===== src/rtl/nvm_seq_pkg.sv =====
package nvm_seq_pkg;

  typedef enum logic [2:0] {
    RES_OK      = 3'd0,
    RES_VPP     = 3'd1,
    RES_PROG    = 3'd2,
    RES_ERASE   = 3'd3,
    RES_SEQ     = 3'd4,
    RES_TIMEOUT = 3'd5
  } resCode_t;

  typedef struct packed {
    logic loadJob;
    logic cmdSetup;
    logic cmdConfirm;
    logic pollRead;
    logic cmdClear;
    logic cmdArray;
    logic bumpCount;
    logic takeResult;
    logic takeTimeout;
    logic finish;
  } seqStrobe_t;

  localparam logic [7:0] OP_PROG_SETUP  = 8'h40;
  localparam logic [7:0] OP_ERASE_SETUP = 8'h20;
  localparam logic [7:0] OP_ERASE_GO    = 8'hD0;
  localparam logic [7:0] OP_CLEAR_STAT  = 8'h50;
  localparam logic [7:0] OP_READ_ARRAY  = 8'hFF;
  localparam logic [7:0] STAT_MASK      = 8'hF8;

endpackage


===== src/rtl/nvm_seq_dp.sv =====
module nvm_seq_dp
  import nvm_seq_pkg::*;
#(
  parameter int ADDR_W  = 17,
  parameter int LIMIT_W = 16
) (
  input  logic               clk,
  input  logic               rstN,
  input  seqStrobe_t         st,
  input  logic               reqErase,
  input  logic [ADDR_W-1:0]  reqAddr,
  input  logic [7:0]         reqData,
  input  logic [LIMIT_W-1:0] pollLimit,
  input  logic [7:0]         busRdata,
  output logic               busWe,
  output logic               busRe,
  output logic [ADDR_W-1:0]  busAddr,
  output logic [7:0]         busWdata,
  output logic               statReady,
  output resCode_t           statCode,
  output logic               limitHit,
  output logic [2:0]         result
);

  localparam int CNT_W = LIMIT_W + 1;

  logic [ADDR_W-1:0] jobAddr;
  logic [7:0]        jobData;
  logic              jobErase;
  logic [CNT_W-1:0]  busyCnt;
  resCode_t          resultReg;
  logic [7:0]        statNow;

  always_ff @(posedge clk) begin
    if (!rstN) begin
      jobAddr  <= '0;
      jobData  <= '0;
      jobErase <= 1'b0;
    end else if (st.loadJob) begin
      jobAddr  <= reqAddr;
      jobData  <= reqData;
      jobErase <= reqErase;
    end
  end

  always_ff @(posedge clk) begin
    if (!rstN || st.loadJob) busyCnt <= '0;
    else if (st.bumpCount)   busyCnt <= busyCnt + 1'b1;
  end

  always_ff @(posedge clk) begin
    if (!rstN || st.loadJob) resultReg <= RES_OK;
    else if (st.takeTimeout) resultReg <= RES_TIMEOUT;
    else if (st.takeResult)  resultReg <= statCode;
  end

  // Reserved bits are dropped before any decision is made.
  assign statNow   = busRdata & STAT_MASK;
  assign statReady = statNow[7];
  assign limitHit  = (busyCnt + 1'b1) >= {1'b0, pollLimit};

  // Fixed check order: supply range, then the operation's own flags.
  always_comb begin
    statCode = RES_OK;
    if (statNow[3])                              statCode = RES_VPP;
    else if (jobErase && statNow[5] && statNow[4]) statCode = RES_SEQ;
    else if (jobErase && statNow[5])             statCode = RES_ERASE;
    else if (!jobErase && statNow[4])            statCode = RES_PROG;
  end

  assign busWe   = st.cmdSetup | st.cmdConfirm | st.cmdClear | st.cmdArray;
  assign busRe   = st.pollRead;
  assign busAddr = jobAddr;
  assign result  = resultReg;

  always_comb begin
    busWdata = 8'h00;
    if (st.cmdSetup)        busWdata = jobErase ? OP_ERASE_SETUP : OP_PROG_SETUP;
    else if (st.cmdConfirm) busWdata = jobErase ? OP_ERASE_GO : jobData;
    else if (st.cmdClear)   busWdata = OP_CLEAR_STAT;
    else if (st.cmdArray)   busWdata = OP_READ_ARRAY;
  end

endmodule


===== src/rtl/nvm_seq_ctl.sv =====
module nvm_seq_ctl
  import nvm_seq_pkg::*;
(
  input  logic       clk,
  input  logic       rstN,
  input  logic       reqValid,
  input  logic       statReady,
  input  resCode_t   statCode,
  input  logic       limitHit,
  output seqStrobe_t st,
  output logic       reqReady
);

  typedef enum logic [2:0] {
    S_IDLE, S_SETUP, S_CONFIRM, S_POLL, S_WAIT, S_CLEAR, S_ARRAY, S_FIN
  } seqState_t;

  seqState_t state, nextState;

  always_ff @(posedge clk) begin
    if (!rstN) state <= S_IDLE;
    else       state <= nextState;
  end

  always_comb begin
    nextState = state;
    st        = '0;
    unique case (state)
      S_IDLE: begin
        if (reqValid) begin
          st.loadJob = 1'b1;
          nextState  = S_SETUP;
        end
      end
      S_SETUP: begin
        st.cmdSetup = 1'b1;
        nextState   = S_CONFIRM;
      end
      S_CONFIRM: begin
        st.cmdConfirm = 1'b1;
        nextState     = S_POLL;
      end
      S_POLL: begin
        st.pollRead = 1'b1;
        nextState   = S_WAIT;
      end
      S_WAIT: begin
        if (statReady) begin
          st.takeResult = 1'b1;
          nextState     = (statCode != RES_OK) ? S_CLEAR : S_ARRAY;
        end else if (limitHit) begin
          st.takeTimeout = 1'b1;
          nextState      = S_CLEAR;
        end else begin
          st.bumpCount = 1'b1;
          nextState    = S_POLL;
        end
      end
      S_CLEAR: begin
        st.cmdClear = 1'b1;
        nextState   = S_ARRAY;
      end
      S_ARRAY: begin
        st.cmdArray = 1'b1;
        nextState   = S_FIN;
      end
      S_FIN: begin
        st.finish = 1'b1;
        nextState = S_IDLE;
      end
      default: nextState = S_IDLE;
    endcase
  end

  assign reqReady = (state == S_IDLE);

endmodule


===== src/rtl/nvm_job_seq.sv =====
module nvm_job_seq
  import nvm_seq_pkg::*;
#(
  parameter int ADDR_W  = 17,
  parameter int LIMIT_W = 16
) (
  input  logic               clk,
  input  logic               rstN,
  input  logic               reqValid,
  input  logic               reqErase,
  input  logic [ADDR_W-1:0]  reqAddr,
  input  logic [7:0]         reqData,
  input  logic [LIMIT_W-1:0] pollLimit,
  output logic               reqReady,
  output logic               busWe,
  output logic               busRe,
  output logic [ADDR_W-1:0]  busAddr,
  output logic [7:0]         busWdata,
  input  logic [7:0]         busRdata,
  output logic               done,
  output logic [2:0]         result
);

  seqStrobe_t st;
  logic       statReady;
  resCode_t   statCode;
  logic       limitHit;

  nvm_seq_ctl u_ctl (
    .clk      (clk),
    .rstN     (rstN),
    .reqValid (reqValid),
    .statReady(statReady),
    .statCode (statCode),
    .limitHit (limitHit),
    .st       (st),
    .reqReady (reqReady)
  );

  nvm_seq_dp #(.ADDR_W(ADDR_W), .LIMIT_W(LIMIT_W)) u_dp (
    .clk      (clk),
    .rstN     (rstN),
    .st       (st),
    .reqErase (reqErase),
    .reqAddr  (reqAddr),
    .reqData  (reqData),
    .pollLimit(pollLimit),
    .busRdata (busRdata),
    .busWe    (busWe),
    .busRe    (busRe),
    .busAddr  (busAddr),
    .busWdata (busWdata),
    .statReady(statReady),
    .statCode (statCode),
    .limitHit (limitHit),
    .result   (result)
  );

  assign done = st.finish;

endmodule


===== config.mk =====
export PLATFORM = sky130hd
export DESIGN_NAME = nvm_job_seq
export DESIGN_NICKNAME = d
export VERILOG_FILES = /design/src/rtl/nvm_seq_pkg.sv /design/src/rtl/nvm_seq_dp.sv /design/src/rtl/nvm_seq_ctl.sv /design/src/rtl/nvm_job_seq.sv
export SDC_FILE = /design/constraint.sdc
export NUM_CORES = 1
export LEC_CHECK = 0
export CORE_AREA = 2 2 95 74
export DETAILED_ROUTE_END_ITERATION = 10
export DIE_AREA = 0 0 97 76
export DONT_BUFFER_PORTS = 1
export PLACE_DENSITY = 0.65
export RECOVER_POWER = 100
export SYNTH_ARGS = -nofsm -noshare
export SYNTH_HDL_FRONTEND = slang
export SYNTH_SLANG_ARGS = --single-unit

===== constraint.sdc =====
create_clock -name clk -period 5.7 [get_ports clk]
set_clock_uncertainty 0.15 [all_clocks]
set_input_delay 1.425 -clock clk [delete_from_list [all_inputs] [get_ports clk]]
set_output_delay 1.425 -clock clk [all_outputs]
set_load 0.005 [all_outputs]

==> metrics.yaml, run 1 <==
logic_synthesis:
  muxShareOfSynthArea: 0
  yosys-top-cells-count: "nand2_1 (76), dfxtp_1 (49), a21boi_0 (26)"
  ys_seq_area_frac: 0.3403
  synthArstFlopShare: 0
  synth_top_family_by_area: "simple AND/OR/NAND/NOR gates"
  synthDistinctLibCells: 51
  ys_ff_latch: 49
  synthAdderAreaFrac: 0.07378
  synth-simple-area-share: 0.2444
  synth_area_leaders: "dfxtp_1 (34%), nand2_1 (9.9%), ha_1 (7.4%)"
  synth_nets: 427
  synth_compound_area_frac: 0.2348
  synth-main-ff-cell: "dfxtp_1"
  synth_xor_area_frac: 0.04861
  yosysTopAreaCell: "dfxtp_1"
  avgSynthCellArea_um2: 8.075
  synthMostInstantiatedCell: "nand2_1"
  syn_inst: 357
  synthesis.area_um2: 2883
  netlist.area_leader.share: 0.3403
  synth_edf_count: 0
  yosys_warnings: 0
die:
  fp.dieW_um: 97
  die-height_um: 76
  initial_core_util: 0.4409
  ios: 85
  die_area_um2: 7372
  core_um2: 6539
  placementRows: 26
placement:
  place_hpwl_um: 4572
  place.gp.congestion: 0.7819
  io_buffers: 0
clock_tree:
  cts_sinks: 49
  clockBufferDepth: 2
  cts-root-buf: "clkbuf_8"
  tritoncts: "built"
  numCtsBuffers: 5
  clkSlewWorstSetupHoldPaths_ns: 0.10
  cts_setup_buffers: 0
  cts_resized: 0
  clk_latency_ns: 0.31
  postCtsHoldBufs: 0
  htreeDepth: 2
timing:
  slew_viol_final: 23
  slew_headroom: -0.02236
  setup_tns_ns: 0
  finalCritPeriodShare: 0.8170
  fmax_mhz: 214.7
  rsz0062_at_grt: "false"
  tightest_slew_ns: 1.532
  post-route-min-period_ns: 4.657
  setup_viol: 0
  hold_violations: 0
setup_path:
  slowest_stage: "o2111ai_1"
  regToRegEndpoint: "u_dp.busyCnt[10]$_SDFFE_PP0P_"
  path_max_fanout: 22
  crit_arrival_ns: 4.73
  crit_top_cell: "ha_1"
  critPathLaunchType: "flop"
  cp-end-kind: "flop"
  cpPeakStageDelay_ns: 0.81
  cp.required_ns: 5.78
  ff2ff_setup_slack_ns: 1.04
  cp_cell_sequence: "ha_1, nand4_1, nor3_1, nand3_1, xnor2_1, ha_1, a21o_1, a211oi_1, o2111ai_1, or4_1, a21oi_1"
  crit_type: "reg2reg"
  r2r_cells: 11
  r2r_start: "u_dp.busyCnt[0]$_SDFFE_PP0P_"
pwr:
  pwr-share-clk: 0.331
  switching_share: 0.2862
  intPower_uw: 467.5
  switchingPower_uw: 187.4
  p_leak_nw: 1.185
  p_seq_frac: 0.563
  vdd_drop_max_uv: 125.1
  p_total_uw: 655.0
  power_density_nw_per_um2: 221.9
  power.share.combinational: 0.107
run_status:
  status: "complete, but fails checks"
  violations: "capacitance limit, slew limit"
global_routing:
  antenna_found_initial: 0
  grt_use_total: 0.1687
  grt_max_degree: 32
  grt_pass1_wl_um: 10490
  grt_pass1_vias: 2192
  overflow: 0
routing:
  drt_first_pass_iters: 4
  ant_nets: 0
  viasPerCell: 5.584
  vias: 2390
  wl_per_cell_um: 14.52
  initialDrtViolationCount: 85
  routed_wl_um: 6213
  route.detailed.drc: 0
finish:
  drive_gt1_frac: 0.04651
  fin_nets: 413
  antenna_cells: 0
  area_growth_pct: 2.387
min_path:
  hp-start: "u_dp.busyCnt[16]$_SDFFE_PP0P_"
  holdPathEnd: "u_dp.busyCnt[16]$_SDFFE_PP0P_"
  holdPathStages: 2
  hold_path_class: "reg2reg"
job:
  drv_cap: 1
[placed cells by master (no fill, tap or decap), types with 5 or more instances in the layout]
master / n
a21boi_0: 27
clkbuf_8: 5
o311ai_0: 6
nand2_1: 76
nand2b_1: 6
nor3_1: 5
dfxtp_1: 49
nand4_1: 8
inv_1: 18
a21oi_1: 16
nor2_1: 18
ha_1: 17
o21ai_0: 5
a31oi_1: 5
o31ai_1: 5
or4_1: 5
xnor2_1: 12
nand3_1: 10
[per-layer routing]
layer,GRT usage,share of wire,wire (µm)
met1,0.2500,0.51,3158
met2,0.2521,0.44,2747
met3,0.03119,0.038,238
met4,0.04507,0.011,68
met5,0,0,0
[sequential cells by signal, summed over array words and instances, names as in the netlist]
register       cells
u_dp.jobData       8
u_dp.result        3
u_ctl.state        3
u_dp.busyCnt      17
u_dp.busAddr      17
u_dp.jobErase      1
[cell families after synthesis]
kind of cell / Yosys count
buffers and inverters: 39
adders and majority gates: 17
xor gates and xnor gates: 16
and+or+nand+nor: 146
AOI/OAI and AO/OA: 90
DFF: 49
[worst max path at each step]
stage,start,to,slack (ns),depth (start not counted)
finish,u_dp.busyCnt[0]$_SDFFE_PP0P_,u_dp.busyCnt[10]$_SDFFE_PP0P_,1.04,11
detailed placement,u_dp.busyCnt[0]$_SDFFE_PP0P_,u_dp.busyCnt[10]$_SDFFE_PP0P_,1.49,11
floorplan,pollLimit[2],u_dp.busyCnt[5]$_SDFFE_PP0P_,2.30,9
CTS,u_dp.busyCnt[0]$_SDFFE_PP0P_,u_dp.busyCnt[10]$_SDFFE_PP0P_,1.44,11
global placement,u_dp.busyCnt[0]$_SDFFE_PP0P_,u_dp.busyCnt[10]$_SDFFE_PP0P_,1.62,11
global route,u_dp.busyCnt[0]$_SDFFE_PP0P_,u_dp.busyCnt[15]$_SDFFE_PP0P_,0.61,11
[stage by stage]
stage / area [µm²] / instances / setup WS (ns) / utilization / hold slack, ns
2_1_floorplan: 2883 / 357 / 2.295 / - / 0.2745
3_3_place_gp: 2888 / 420 / 1.625 / 0.4416 / 0.2870
3_5_place_dp: 2888 / 420 / 1.494 / 0.4416 / 0.2895
4_1_cts: 2978 / 428 / 1.440 / 0.4554 / 0.3025
5_1_grt: 2952 / 428 / 0.6118 / 0.4514 / 0.3419
6_report: 2952 / 428 / 1.043 / 0.4514 / 0.2990
[power by group through the flow]
stage	combinational (mW)	clock (mW)	sequential [mW]
finish	0.0698	0.217	0.369
global route	0.0831	0.231	0.371
CTS	0.0713	0.222	0.369
detailed placement	0.0712	0	0.377
global placement	0.0688	0	0.377
floorplan	0.0640	0	0.372
[area by class of cell]
| cell class | instances | area (µm²) |
|---|---|---|
| Clock buffer | 5 | 68.82 |
| Clock inverter | 3 | 21.27 |
| Fill cell | 684 | 3587 |
| Inverter | 18 | 67.56 |
| Multi-Input combinational cell | 269 | 1708 |
| Sequential cell | 49 | 980.9 |
| Tap cell | 84 | 105.1 |
[critical path, delay by kind of cell (launching register included)]
family | cells | cell delay (ns)
and+or+nand+nor | 4 | 1.67
xor gates and xnor gates | 1 | 0.21
DFF | 1 | 0.43
adders and majority gates | 2 | 0.55
AOI/OAI and AO/OA | 4 | 1.56
Note: power is estimated with default switching activity, not from simulation.
==> inputs of run 2 (changes only) <==
clock period = 4.9 ns   (was 5.7 ns; I/O delays follow)
==> metrics.yaml, run 2 (synthesis gave the netlist of run 1 again) <==
finish:
  drive_gt1_frac: 0.04942  # +0.002907
  post-route-util: 0.4524  # +0.0009570
  antenna_cells: 0  # unchanged
  num-fill-cells: 687  # +0.44%
  mostFrequentLayoutCells: "nand2_1 (76), dfxtp_1 (49), a21boi_0 (27), inv_1 (18), nor2_1 (18)"
  final_common_cell: "nand2_1"
  fin_nets: 413  # unchanged
  area_growth_pct: 2.604
clock_tree:
  cts-root-buf: "clkbuf_8"
  tritoncts: "built"
  cts_sinks: 49  # unchanged
  clk_latency_ns: 0.30  # about the same
  htreeDepth: 2  # unchanged
  numCtsBuffers: 5  # unchanged
  clkSlewWorstSetupHoldPaths_ns: 0.10  # about the same
  cts_setup_buffers: 0  # unchanged
  postCtsHoldBufs: 0  # unchanged
  cts_resized: 0  # unchanged
  clockBufferDepth: 2  # unchanged
routing:
  wl_met2_um: 2860  # +4.1%
  top_layer: "met4"
  viasPerCell: 5.607  # +0.42%
  m1WireLength_um: 3235  # +2.4%
  route.detailed.drc: 0  # unchanged
  wl_met3_um: 254  # +6.7%
  ant_nets: 0  # unchanged
  initialDrtViolationCount: 98  # +15%
  wl_per_cell_um: 14.94  # +2.9%
  vias: 2400  # +0.42%
  routed_wl_um: 6396  # +2.9%
  drt_first_pass_iters: 7  # +3
placement:
  dp_slack_ns: 0.7152  # -0.7787 ns
  place_hpwl_um: 4673  # +2.2%
  place.gp.congestion: 0.7814  # about the same
  io_buffers: 0  # unchanged
global_routing:
  antenna_found_initial: 0  # unchanged
  grt_pass1_wl_um: 10550  # +0.53%
  grt_pass1_vias: 2225  # +1.5%
  overflow: 0  # unchanged
  grt_use_total: 0.1703  # +0.001594
  grt_max_degree: 32  # unchanged
pwr:
  vdd_drop_max_uv: 127.3  # +1.8%
  p_leak_nw: 1.187  # +0.18%
  p_total_uw: 756.1  # +15%
  power_density_nw_per_um2: 255.6  # +15%
setup_path:
  endpoint: "u_dp.busyCnt[10]$_SDFFE_PP0P_"
  cp-end-kind: "flop"
  path_max_fanout: 22  # unchanged
  ff2ff_setup_slack_ns: 0.59  # -0.45 ns
  critPathLaunch: "u_dp.busyCnt[0]$_SDFFE_PP0P_"
  crit_arrival_ns: 4.38  # -0.35 ns
  critPathLaunchType: "flop"
  r2r_cells: 11  # unchanged
  crit_type: "reg2reg"
  cp.required_ns: 4.97  # -0.81 ns
  regToRegEndpoint: "u_dp.busyCnt[10]$_SDFFE_PP0P_"
  r2r_start: "u_dp.busyCnt[0]$_SDFFE_PP0P_"
timing:
  rsz0062_at_grt: "false"
  setup_tns_ns: 0  # unchanged
  slew_viol_final: 0  # -100%
  finalCritPeriodShare: 0.8788  # +0.06176
  post-route-min-period_ns: 4.306  # -0.3510 ns
  slew_headroom: 0.1423  # +0.1646
  tightest_slew_ns: 1.286  # -0.2461 ns
  fmax_mhz: 232.2  # +8.2%
  hold_violations: 0  # unchanged
  fin_ws_ns: 0.5940  # -0.4490 ns
  setup_viol: 0  # unchanged
die:
  ios: 85  # unchanged
  placementRows: 26  # unchanged
  core_um2: 6539  # unchanged
  fp.dieW_um: 97  # unchanged
  die-height_um: 76  # unchanged
  initial_core_util: 0.4409  # unchanged
  die_area_um2: 7372  # unchanged
job:
  drv_cap: 0  # -1
min_path:
  hold_path_class: "reg2reg"
run_status:
  status: "finished clean"
[run 2: changes by cell type in the layout (fill, tap and decap cells not counted)]
cell       previous run  this run
o2111ai_1             1         0
o2111ai_2             0         1
o21ai_0               5         6
o21ai_1               2         1
[run 2: power breakdown]
part	internal (mW)	leakage, nW	switching (mW)	total [mW]
Combinational	0.0274	0.744	0.0546	0.0820
Sequential	0.415	0.399	0.0139	0.429
Clock	0.102	0.0445	0.144	0.245
Total	0.544	1.19	0.212	0.756
[run 2: worst min path at each step]
stage                                        from                            end  slack [ns]  depth (start not counted)
finish              u_dp.busyCnt[16]$_SDFFE_PP0P_  u_dp.busyCnt[16]$_SDFFE_PP0P_        0.31                          2
global route         u_dp.jobData[3]$_SDFFE_PN0P_   u_dp.jobData[3]$_SDFFE_PN0P_        0.34                          2
CTS                 u_dp.busyCnt[16]$_SDFFE_PP0P_  u_dp.busyCnt[16]$_SDFFE_PP0P_        0.31                          2
detailed placement  u_dp.busyCnt[16]$_SDFFE_PP0P_  u_dp.busyCnt[16]$_SDFFE_PP0P_        0.30                          2
global placement    u_dp.busyCnt[16]$_SDFFE_PP0P_  u_dp.busyCnt[16]$_SDFFE_PP0P_        0.29                          2
floorplan           u_dp.busyCnt[16]$_SDFFE_PP0P_  u_dp.busyCnt[16]$_SDFFE_PP0P_        0.27                          2
[run 2: final cells by class]
type	count	area [µm²]	share of cell area
flip-flops and latches	49	980.9	0.3316
multi-input cells	269	1714	0.5795
clock buffers	5	68.82	0.02327
clock inverters	3	21.27	0.007191
well taps	84	105.1	0.03553
inverters	18	67.56	0.02284
[run 2: per-stage QoR]
stage	hold WS (ns)	cells	cell area (µm²)
2_1_floorplan	0.2745	357	2883
3_3_place_gp	0.2871	420	2888
3_5_place_dp	0.2951	420	2888
4_1_cts	0.3079	428	2978
5_1_grt	0.3353	428	2958
6_report	0.3058	428	2958
[run 2: worst max-delay path, stage by stage, from the launching register on]
cell and delay [ns]:
dfxtp_1 0.44, ha_1 0.29, nand4_1 0.26, nor3_1 0.50, nand3_1 0.22, xnor2_1 0.17
ha_1 0.29, a21o_1 0.16, a211oi_1 0.44, o2111ai_2 0.58, or4_1 0.58, a21oi_1 0.15
[run 2: layer usage]
| metal | track usage | vias to the layer above |
|---|---|---|
| met2 | 0.2597 | 49 |
| met5 | 0 | - |
| met1 | 0.2473 | 1117 |
| met3 | 0.03578 | 5 |
| li1 | - | 1229 |
| met4 | 0.04085 | 0 |
==> inputs of run 3 (changes only) <==
==> constraint.sdc (replaced) <==
create_clock -name clk -period 4.9 [get_ports clk]
set_clock_uncertainty 0.15 [all_clocks]
set_input_delay 0.49 -clock clk [delete_from_list [all_inputs] [get_ports clk]]
set_output_delay 0.49 -clock clk [all_outputs]
set_load 0.005 [all_outputs]
==> metrics.yaml, run 3 (synthesis gave the netlist of run 1 again) <==
finish:
  multi_input_area_um2: 1714  # unchanged
  drive_gt1_frac: 0.04651  # -0.002907
  area_growth_pct: 2.517  # about the same
  regArea_um2: 980.9  # unchanged
  fin_nets: 413  # unchanged
  final_common_cell: "nand2_1"
  num-fill-cells: 675  # -1.7%
  antenna_cells: 0  # unchanged
  mostFrequentLayoutCells: "nand2_1 (76), dfxtp_1 (49), a21boi_0 (27), inv_1 (18), nor2_1 (18)"
routing:
  initialDrtViolationCount: 132  # +35%
  drt_first_pass_iters: 4  # -3
  wl_per_cell_um: 14.70  # -1.6%
  routed_wl_um: 6293  # -1.6%
  route.detailed.drc: 0  # unchanged
  viasPerCell: 5.624  # +0.29%
  ant_nets: 0  # unchanged
  vias: 2407  # +0.29%
setup_path:
  cp-end-kind: "flop"
  path_max_fanout: 22  # unchanged
  crit_arrival_ns: 4.37  # about the same
  critPathLaunchType: "flop"
  crit_type: "reg2reg"
  cp.required_ns: 4.98  # about the same
clock_tree:
  clockBufferDepth: 2  # unchanged
  cts_resized: 0  # unchanged
  cts_setup_buffers: 0  # unchanged
  htreeDepth: 2  # unchanged
  clk_latency_ns: 0.32  # +0.02 ns
  numCtsBuffers: 5  # unchanged
  clkSlewWorstSetupHoldPaths_ns: 0.10  # about the same
  tritoncts: "built"
  cts_sinks: 49  # unchanged
  postCtsHoldBufs: 0  # unchanged
  cts-root-buf: "clkbuf_8"
timing:
  setup_tns_ns: 0  # unchanged
  post-route-min-period_ns: 4.290  # -0.01641 ns
  slew_headroom: 0.1712  # +0.02895
  slew_viol_final: 0  # unchanged
  worst_hold_slack_ns: 0.1337  # -0.1721 ns
  setup_viol: 0  # unchanged
  hold_violations: 0  # unchanged
  tightest_slew_ns: 1.242  # -0.04340 ns
  rsz0062_at_grt: "false"
  fmax_mhz: 233.1  # +0.38%
  fin_ws_ns: 0.6104  # +0.01641 ns
  finalCritPeriodShare: 0.8754  # -0.003348
die:
  ios: 85  # unchanged
  die-height_um: 76  # unchanged
  fp.dieW_um: 97  # unchanged
  initial_core_util: 0.4409  # unchanged
  placementRows: 26  # unchanged
  core_um2: 6539  # unchanged
  die_area_um2: 7372  # unchanged
placement:
  io_buffers: 0  # unchanged
  dp_slack_ns: 0.7135  # -0.001791 ns
  place_hpwl_um: 4621  # -1.1%
  place.gp.congestion: 0.7940  # +1.6%
global_routing:
  grt_pass1_wl_um: 10500  # -0.46%
  antenna_found_initial: 0  # unchanged
  grt_max_degree: 32  # unchanged
  overflow: 0  # unchanged
  grt_use_total: 0.1705  # +0.0002329
  grt_pass1_vias: 2241  # +0.72%
pwr:
  switching_share: 0.2807  # about the same
  switchingPower_uw: 212.0  # -0.10%
  p_seq_frac: 0.568  # about the same
  p_leak_nw: 1.180  # -0.60%
  power_density_nw_per_um2: 255.5  # about the same
  power.share.combinational: 0.108  # about the same
  intPower_uw: 543.1  # -0.15%
  vdd_drop_max_uv: 135.1  # +6.1%
  pwr-share-clk: 0.324  # about the same
job:
  drv_cap: 0  # unchanged
min_path:
  hold_path_class: "in2reg"
run_status:
  status: "finished clean"
## run 3: cell types whose count changed in the layout (fill, tap and decap cells not counted)
cell and change:
clkbuf_1 +1, clkinvlp_4 +1, clkinv_2 -1, inv_6 -1
## run 3: worst paths after layout
check,start,to,slack (ns),cells after the start
worst max register to register,u_dp.busyCnt[0]$_SDFFE_PP0P_,u_dp.busyCnt[8]$_SDFFE_PP0P_,0.61,11
worst min-delay path,rstN,u_ctl.state[2]$_SDFFE_PN0P_,0.13,2
worst min register to register,u_dp.busyCnt[16]$_SDFFE_PP0P_,u_dp.busyCnt[16]$_SDFFE_PP0P_,0.31,2
worst max-delay path,u_dp.busyCnt[0]$_SDFFE_PP0P_,u_dp.busyCnt[8]$_SDFFE_PP0P_,0.61,11
## run 3: layout make-up
type | count | share of cell area
clock inverters | 2 | 0.005080
clock buffers | 6 | 0.02456
well taps | 84 | 0.03556
multi-input cells | 269 | 0.5800
flip-flops and latches | 49 | 0.3319
inverters | 18 | 0.02286
## run 3: power groups by stage
stage | sequential (mW) | clock (mW) | combinational, mW
floorplan | 0.433 | 0 | 0.0745
global placement | 0.438 | 0 | 0.0801
detailed placement | 0.438 | 0 | 0.0831
CTS | 0.429 | 0.251 | 0.0832
global route | 0.431 | 0.269 | 0.0955
finish | 0.429 | 0.245 | 0.0815
## run 3: critical path: stages, from the launching register on
cell and delay, ns:
dfxtp_1 0.43, ha_1 0.30, nand4_1 0.26, nor3_1 0.48, nand3_1 0.22, xnor2_1 0.18, ha_1 0.28, a21o_1 0.16
a211oi_1 0.43, o2111ai_2 0.59, or4_1 0.58, a21oi_1 0.16
## run 3: layer usage
metal  GRT usage  vias up  wire length [µm]
met2      0.2611       52              2740
met1      0.2408     1122              3196
met4     0.04085        0                59
li1            -     1227                 -
met5           0        -                 0
met3     0.04587        6               296
## run 3: through the flow
| step | instance area [µm²] | utilization | std cells | total power [mW] |
|---|---|---|---|---|
| floorplan | 2883 | - | 357 | 0.5077 |
| finish | 2955 | 0.4520 | 428 | 0.7551 |
| global placement | 2888 | 0.4416 | 420 | 0.5181 |
| global route | 2955 | 0.4520 | 428 | 0.7955 |
| CTS | 2975 | 0.4550 | 428 | 0.7638 |
| detailed placement | 2888 | 0.4416 | 420 | 0.5216 |
